[src/rtl/evcnt_pkg.sv]
package evcnt_pkg;
  localparam int DW = 64;
  localparam int AW = 6;
  localparam int FIX_OFS = 32;

  // general select word bit positions
  localparam int SEL_USR_BIT = 16;
  localparam int SEL_KRN_BIT = 17;
  localparam int SEL_INT_BIT = 20;
  localparam int SEL_EN_BIT  = 22;
  localparam logic [31:0] SEL_KEEP = 32'hFF53_FFFF;

  // fixed-control field bit positions
  localparam int FLD_KRN = 0;
  localparam int FLD_USR = 1;
  localparam int FLD_INT = 3;

  // register map
  localparam logic [AW-1:0] A_SEL   = 6'h00;
  localparam logic [AW-1:0] A_GCNT  = 6'h08;
  localparam logic [AW-1:0] A_FCNT  = 6'h10;
  localparam logic [AW-1:0] A_FCTL  = 6'h18;
  localparam logic [AW-1:0] A_GCTL  = 6'h19;
  localparam logic [AW-1:0] A_GSTAT = 6'h1A;
  localparam logic [AW-1:0] A_OVCLR = 6'h1B;

  // privilege qualifier: which permission applies in the current mode
  function automatic logic mode_ok(input logic in_user, input logic usr_en,
                                   input logic krn_en);
    return in_user ? usr_en : krn_en;
  endfunction

  // implemented bits of the enable / status layout
  function automatic logic [DW-1:0] slot_mask(input int ng, input int nf);
    logic [DW-1:0] m;
    m = '0;
    for (int i = 0; i < ng; i++) m[i] = 1'b1;
    for (int j = 0; j < nf; j++) m[FIX_OFS+j] = 1'b1;
    return m;
  endfunction

  // rollover condition of a counter of width w
  function automatic logic rolls(input logic [DW-1:0] v, input int w);
    logic [DW-1:0] ones;
    ones = (w >= DW) ? '1 : ((DW'(1) << w) - DW'(1));
    return (v & ones) == ones;
  endfunction
endpackage

[src/rtl/evcnt_ctr.sv]
module evcnt_ctr
  import evcnt_pkg::*;
#(
  parameter int W = 48
) (
  input  logic         clk,
  input  logic         rst_n,
  input  logic         wr,
  input  logic [W-1:0] wval,
  input  logic         inc,
  output logic [W-1:0] val,
  output logic         wrap
);
  // software write has priority over a counted event
  assign wrap = inc && !wr && rolls(DW'(val), W);

  always_ff @(posedge clk) begin
    if (!rst_n)   val <= '0;
    else if (wr)  val <= wval;
    else if (inc) val <= val + W'(1);
  end
endmodule

[src/rtl/evcnt_status.sv]
module evcnt_status #(
  parameter int N = 64
) (
  input  logic         clk,
  input  logic         rst_n,
  input  logic [N-1:0] set_vec,
  input  logic         clr_wr,
  input  logic [N-1:0] clr_mask,
  input  logic [N-1:0] int_en,
  output logic [N-1:0] status_q,
  output logic         irq
);
  logic [N-1:0] clr_eff;

  assign clr_eff = clr_wr ? clr_mask : '0;

  // a rollover in the clearing cycle keeps its bit
  always_ff @(posedge clk) begin
    if (!rst_n) status_q <= '0;
    else        status_q <= (status_q & ~clr_eff) | set_vec;
  end

  assign irq = |(status_q & int_en);
endmodule

[src/rtl/evcnt_unit.sv]
module evcnt_unit
  import evcnt_pkg::*;
#(
  parameter int NUM_GEN = 4,
  parameter int NUM_FIX = 3,
  parameter int CNT_W   = 48,
  parameter int EVT_N   = 8
) (
  input  logic               clk,
  input  logic               rst_n,
  input  logic [AW-1:0]      bus_addr,
  input  logic [DW-1:0]      bus_wdata,
  input  logic               bus_we,
  output logic [DW-1:0]      bus_rdata,
  input  logic               user_mode,
  input  logic [EVT_N-1:0]   gen_evt,
  input  logic [NUM_FIX-1:0] fix_evt,
  output logic               irq
);
  localparam int FCTL_W = 4 * NUM_FIX;
  localparam int EIW    = (EVT_N > 1) ? $clog2(EVT_N) : 1;
  localparam int NCTR   = NUM_GEN + NUM_FIX;
  localparam logic [DW-1:0] SLOT_MASK = slot_mask(NUM_GEN, NUM_FIX);

  logic [31:0]       sel_q  [NUM_GEN];
  logic [CNT_W-1:0]  gcnt   [NUM_GEN];
  logic [CNT_W-1:0]  fcnt   [NUM_FIX];
  logic [NUM_GEN-1:0] inc_g, wrap_g, inten_g;
  logic [NUM_FIX-1:0] inc_f, wrap_f, inten_f;
  logic [FCTL_W-1:0] fctl_q;
  logic [DW-1:0]     gctl_q;
  logic [DW-1:0]     inc_vec, wrap_vec, inten_vec, status_q, rd_next;
  logic [NCTR*CNT_W-1:0] cnt_flat;
  logic              clr_wr;
  logic [DW-1:0]     clr_mask;

  assign clr_wr   = bus_we && (bus_addr == A_OVCLR);
  assign clr_mask = bus_wdata;

  // general counters
  for (genvar i = 0; i < NUM_GEN; i++) begin : g_gen
    logic [31:0] sel_r;
    logic        wr_sel, wr_cnt, hit;

    assign wr_sel = bus_we && (bus_addr == A_SEL + AW'(i));
    assign wr_cnt = bus_we && (bus_addr == A_GCNT + AW'(i));

    always_ff @(posedge clk) begin
      if (!rst_n)      sel_r <= '0;
      else if (wr_sel) sel_r <= bus_wdata[31:0] & SEL_KEEP;
    end

    assign hit = (sel_r[7:0] < 8'(EVT_N)) && gen_evt[sel_r[EIW-1:0]];
    assign inc_g[i] = sel_r[SEL_EN_BIT] && gctl_q[i] && hit &&
                      mode_ok(user_mode, sel_r[SEL_USR_BIT], sel_r[SEL_KRN_BIT]);
    assign inten_g[i] = sel_r[SEL_INT_BIT];
    assign sel_q[i]   = sel_r;

    evcnt_ctr #(.W(CNT_W)) u_ctr (
      .clk  (clk),
      .rst_n(rst_n),
      .wr   (wr_cnt),
      .wval (bus_wdata[CNT_W-1:0]),
      .inc  (inc_g[i]),
      .val  (gcnt[i]),
      .wrap (wrap_g[i])
    );
  end

  // fixed counters
  for (genvar j = 0; j < NUM_FIX; j++) begin : g_fix
    logic [3:0] fld;
    logic       wr_cnt;

    assign fld    = fctl_q[4*j +: 4];
    assign wr_cnt = bus_we && (bus_addr == A_FCNT + AW'(j));
    assign inc_f[j] = gctl_q[FIX_OFS+j] && fix_evt[j] &&
                      mode_ok(user_mode, fld[FLD_USR], fld[FLD_KRN]);
    assign inten_f[j] = fld[FLD_INT];

    evcnt_ctr #(.W(CNT_W)) u_ctr (
      .clk  (clk),
      .rst_n(rst_n),
      .wr   (wr_cnt),
      .wval (bus_wdata[CNT_W-1:0]),
      .inc  (inc_f[j]),
      .val  (fcnt[j]),
      .wrap (wrap_f[j])
    );
  end

  // control registers
  always_ff @(posedge clk) begin
    if (!rst_n) begin
      fctl_q <= '0;
      gctl_q <= '0;
    end else if (bus_we) begin
      if (bus_addr == A_FCTL) fctl_q <= bus_wdata[FCTL_W-1:0];
      if (bus_addr == A_GCTL) gctl_q <= bus_wdata & SLOT_MASK;
    end
  end

  // status layout vectors
  always_comb begin
    inc_vec   = '0;
    wrap_vec  = '0;
    inten_vec = '0;
    cnt_flat  = '0;
    for (int i = 0; i < NUM_GEN; i++) begin
      inc_vec[i]   = inc_g[i];
      wrap_vec[i]  = wrap_g[i];
      inten_vec[i] = inten_g[i];
      cnt_flat[i*CNT_W +: CNT_W] = gcnt[i];
    end
    for (int j = 0; j < NUM_FIX; j++) begin
      inc_vec[FIX_OFS+j]   = inc_f[j];
      wrap_vec[FIX_OFS+j]  = wrap_f[j];
      inten_vec[FIX_OFS+j] = inten_f[j];
      cnt_flat[(NUM_GEN+j)*CNT_W +: CNT_W] = fcnt[j];
    end
  end

  evcnt_status #(.N(DW)) u_status (
    .clk     (clk),
    .rst_n   (rst_n),
    .set_vec (wrap_vec),
    .clr_wr  (clr_wr),
    .clr_mask(clr_mask),
    .int_en  (inten_vec),
    .status_q(status_q),
    .irq     (irq)
  );

  // read path, one cycle latency
  always_comb begin
    rd_next = '0;
    for (int i = 0; i < NUM_GEN; i++) begin
      if (bus_addr == A_SEL + AW'(i))  rd_next = DW'(sel_q[i]);
      if (bus_addr == A_GCNT + AW'(i)) rd_next = DW'(gcnt[i]);
    end
    for (int j = 0; j < NUM_FIX; j++)
      if (bus_addr == A_FCNT + AW'(j)) rd_next = DW'(fcnt[j]);
    if (bus_addr == A_FCTL)  rd_next = DW'(fctl_q);
    if (bus_addr == A_GCTL)  rd_next = gctl_q;
    if (bus_addr == A_GSTAT) rd_next = status_q;
  end

  always_ff @(posedge clk) begin
    if (!rst_n) bus_rdata <= '0;
    else        bus_rdata <= rd_next;
  end
endmodule

[config.mk]
export PLATFORM = sky130hd
export DESIGN_NAME = evcnt_unit
export DESIGN_NICKNAME = d
export VERILOG_FILES = /design/src/rtl/evcnt_pkg.sv /design/src/rtl/evcnt_ctr.sv /design/src/rtl/evcnt_status.sv /design/src/rtl/evcnt_unit.sv
export SDC_FILE = /design/constraint.sdc
export NUM_CORES = 2
export LEC_CHECK = 0
export CAP_MARGIN = 40
export CORE_UTILIZATION = 50
export CTS_CLUSTER_DIAMETER = 150
export DETAILED_ROUTE_END_ITERATION = 7
export PLACE_DENSITY = 0.74
export SYNTH_ARGS = -nofsm -noshare
export SYNTH_HDL_FRONTEND = slang
export SYNTH_HIERARCHICAL = 1
export SYNTH_SLANG_ARGS = --single-unit
[constraint.sdc]
create_clock -name clk -period 3.5 [get_ports clk]
set_input_delay 0.7 -clock clk [delete_from_list [all_inputs] [get_ports clk]]
set_output_delay 0.7 -clock clk [all_outputs]
set_load 0.05 [all_outputs]
==> impl_metrics.tcl <==
set metrics [dict create \
    cts_hold_buf 0 \
    synth.avg_cell_area_sq_um 7.80 \
    fillers 5903 \
    coreArea_sq_um 64600 \
    grt_use_total_pct 49.9 \
    path_class "flip-flop to output port" \
    synthDistinctLibCells 91 \
    hold_violations 0 \
    rsz0062_at_grt "false" \
    grt_antenna_before_repair 22 \
    worstPathArrival_ps 2710 \
    syn_to_final_growth_pct 21.6 \
    startpoint_type "flip-flop" \
    die_y_microns 258 \
    clkPwrFrac_pct 47.6 \
    ys_ff_latch 595 \
    critPathLaunch "fctl_q[7]$_SDFFE_PN0P_" \
    grt_use_met2_pct 67.9 \
    cts_buffers 69 \
    worst_hold_slack_ps 455 \
    initial_core_util_pct 50.6 \
    gr-usage-met3_pct 17.4 \
    grt_overflow 0 \
    synth-edff-count 0 \
    cts_tree "done" \
    drive_gt1_share_pct 11.5 \
    worst_clock_skew_ps 31.6 \
    power_frac_seq_pct 44.6 \
    io-pin-count 150 \
    p_switching_mw 4.22 \
    placed_cells 5364 \
    synth_area_sq_um 32700 \
    die-area_sq_um 66400 \
    drtIter0Drc 6982 \
    hpwl_mm 123 \
    place_area_sq_um 37500 \
    cts_root_buf "clkbuf_16" \
    p_leak_nw 13.5 \
    synthArstFlopShare_pct 0 \
    grt_max_degree 143 \
    wl_per_cell_microns 31.1 \
    final_antenna_net_count 0 \
    worstPathRequired_ps 2800 \
    violations "design-rule violations" \
    busiest_layer "met2" \
    port-buffer-count 149 \
    insertion_delay_ps 650 \
    cp_max_fo 2 \
    min_path_cells 2 \
    nets 4672 \
    grtUsageMet1_pct 65.4 \
    relSlewSlack_pct 15.7 \
    end_kind "output port" \
    fin_crit_sh_pct 97.4 \
    layout_common_cells "nand2_1 (602), dfxtp_1 (595), a21oi_1 (449), buf_4 (299), o21ai_0 (267)" \
    fmax_ghz 0.293 \
    tightest_slew_ps 1260 \
    status "finished with violations" \
    p_comb_share_pct 7.9 \
    gp_congestion 1.06 \
    final_max_slew_viol_count 0 \
    cap_violations 0 \
    final_core_util_pct 61.5 \
    power_density_nw_per_um2 396 \
    p_sw_share_pct 26.8 \
    ir_drop_mv 0.393 \
    ctsHtreeMaxLevel 3 \
    ys_seq_area_share_pct 36.4 \
    grt_pass1_wl_mm 239 \
    drc 12 \
    grt_pass1_vias 32800 \
    setup_violations 0 \
    critPathCapture "irq" \
    intPower_mw 11.5 \
    layout_commonest_cell "nand2_1" \
    syn_inst 4189 \
    regArea_sq_um 11900 \
    r2r_cells 11 \
    reg2reg_to "g_gen[1].u_ctr/val[41]$_SDFFE_PN0P_" \
    wl_mm 171 \
    multi_input_area_sq_um 19900 \
    final_area_sq_um 39700 \
    viasPerCell 6.83 \
    die_w_microns 258 \
    rows 93 \
    drt_first_pass_iters 8 \
    r2r_slack_ps 590 \
    cts.path.max_buffers 3 \
    layout.cells.non_filler 5497 \
    period_needed_ps 3410 \
    dr_total_vias 37500 \
    holdCritPathClass "flip-flop to flip-flop" \
    synth_ff_type "dfxtp_1" \
    r2r_start "g_gen[1].sel_r[0]$_SDFFE_PN0P_" \
    cts.sinks 595 \
    ys.warnings.count 6 \
    cts.clk_slew.worst_paths_ps 60 \
]
[power groups by stage]
stage	Clock [mW]	Sequential, mW	Combinational [mW]
floorplan	0	7.10	0.454
global placement	0	7.15	1.13
detailed placement	0	7.15	1.15
CTS	7.45	7.00	1.15
global route	7.72	7.01	1.25
finish	7.48	7.01	1.24
[cell usage after synthesis (45+ instances only)]
| library cell | instances | area, sq um |
|---|---|---|
| buf_2 | 51 | 255 |
| nor2_1 | 196 | 736 |
| nor3_1 | 127 | 636 |
| a211oi_1 | 66 | 495 |
| nand4_1 | 174 | 1090 |
| a21oi_1 | 449 | 2250 |
| nand2_1 | 602 | 2260 |
| xnor2_1 | 139 | 1220 |
| nand3_1 | 163 | 816 |
| o221ai_1 | 46 | 403 |
| and3_1 | 110 | 688 |
| clkbuf_1 | 199 | 747 |
| o21ai_0 | 267 | 1340 |
| nor4_1 | 96 | 601 |
| xor2_1 | 128 | 1120 |
| a22oi_1 | 54 | 405 |
| dfxtp_1 | 595 | 11900 |
| nor2b_1 | 87 | 544 |
| inv_1 | 45 | 169 |
[layer usage]
layer	vias up	wire [microns]
li1	16200	-
met1	17800	63900
met2	2923	67000
met3	674	26000
met4	16	13800
met5	-	117
[metrics by stage]
stage          power [mW]  setup slack, ps  TNS [ps]
2_1_floorplan        7.56              592         0
6_report             15.7             92.6         0
3_5_place_dp         8.30            -61.7      -121
4_1_cts              15.6              111         0
3_3_place_gp         8.27            -57.0     -98.0
5_1_grt              16.0             87.1         0
[critical path, cell delays in order, from the launching register on]
cell	delay, ps
dfxtp_1	370
a22o_1	260
a221oi_2	310
nand4_1	120
or4_1	540
dlygate4sd2_1	450
[cells by family (layout without fill, tap and decap cells)]
kind of cell / count (synthesis) / after routing / synth area share [%]
other cells: 1 / 126 / 0.0115
simple gates: 1780 / 1780 / 28.2
flops: 595 / 595 / 36.4
mux: 54 / 54 / 1.99
xor+xnor: 267 / 267 / 7.15
compound gates: 1159 / 1159 / 22.0
buf+inv: 326 / 654 / 3.98
fa+ha+maj: 7 / 7 / 0.268
[state kept, by name, summed over array words and instances (netlist names)]
name and cells:
gctl_q 7, bus_rdata 64, g_fix.u_ctr/val 144, g_gen.sel_r 112, u_status/status_q 64, g_gen.u_ctr/val 192, fctl_q 12
[repair_timing]
item                                    4_1_cts  5_1_grt
resized for setup                             1        0
buffers inserted                              0        0
endpoints found under the setup margin        1        0
[final cells by class]
type                       count  area share [%]
multi-input combinational   3381            50.2
tap                          855            2.69
inverter                      51           0.488
antenna                       12          0.0756
clock buffer                 104            5.03
clock inverter                17           0.658
timing repair buffer         482            10.9
sequential                   595            30.0
[worst min path at each step]
| stage | from | end | slack, ps |
|---|---|---|---|
| 6_report | g_gen[2].sel_r[2]$_SDFFE_PN0P_ | g_gen[2].sel_r[2]$_SDFFE_PN0P_ | 460 |
| 5_1_grt | g_gen[3].sel_r[27]$_SDFFE_PN0P_ | g_gen[3].sel_r[27]$_SDFFE_PN0P_ | 470 |
| 3_3_place_gp | g_gen[0].sel_r[12]$_SDFFE_PN0P_ | g_gen[0].sel_r[12]$_SDFFE_PN0P_ | 440 |
| 3_5_place_dp | g_gen[3].sel_r[28]$_SDFFE_PN0P_ | g_gen[3].sel_r[28]$_SDFFE_PN0P_ | 450 |
| 4_1_cts | g_gen[3].sel_r[28]$_SDFFE_PN0P_ | g_gen[3].sel_r[28]$_SDFFE_PN0P_ | 450 |
| 2_1_floorplan | g_gen[0].sel_r[13]$_SDFFE_PN0P_ | g_gen[0].sel_r[13]$_SDFFE_PN0P_ | 430 |
No activity file was read; power rests on OpenSTA's default activity.
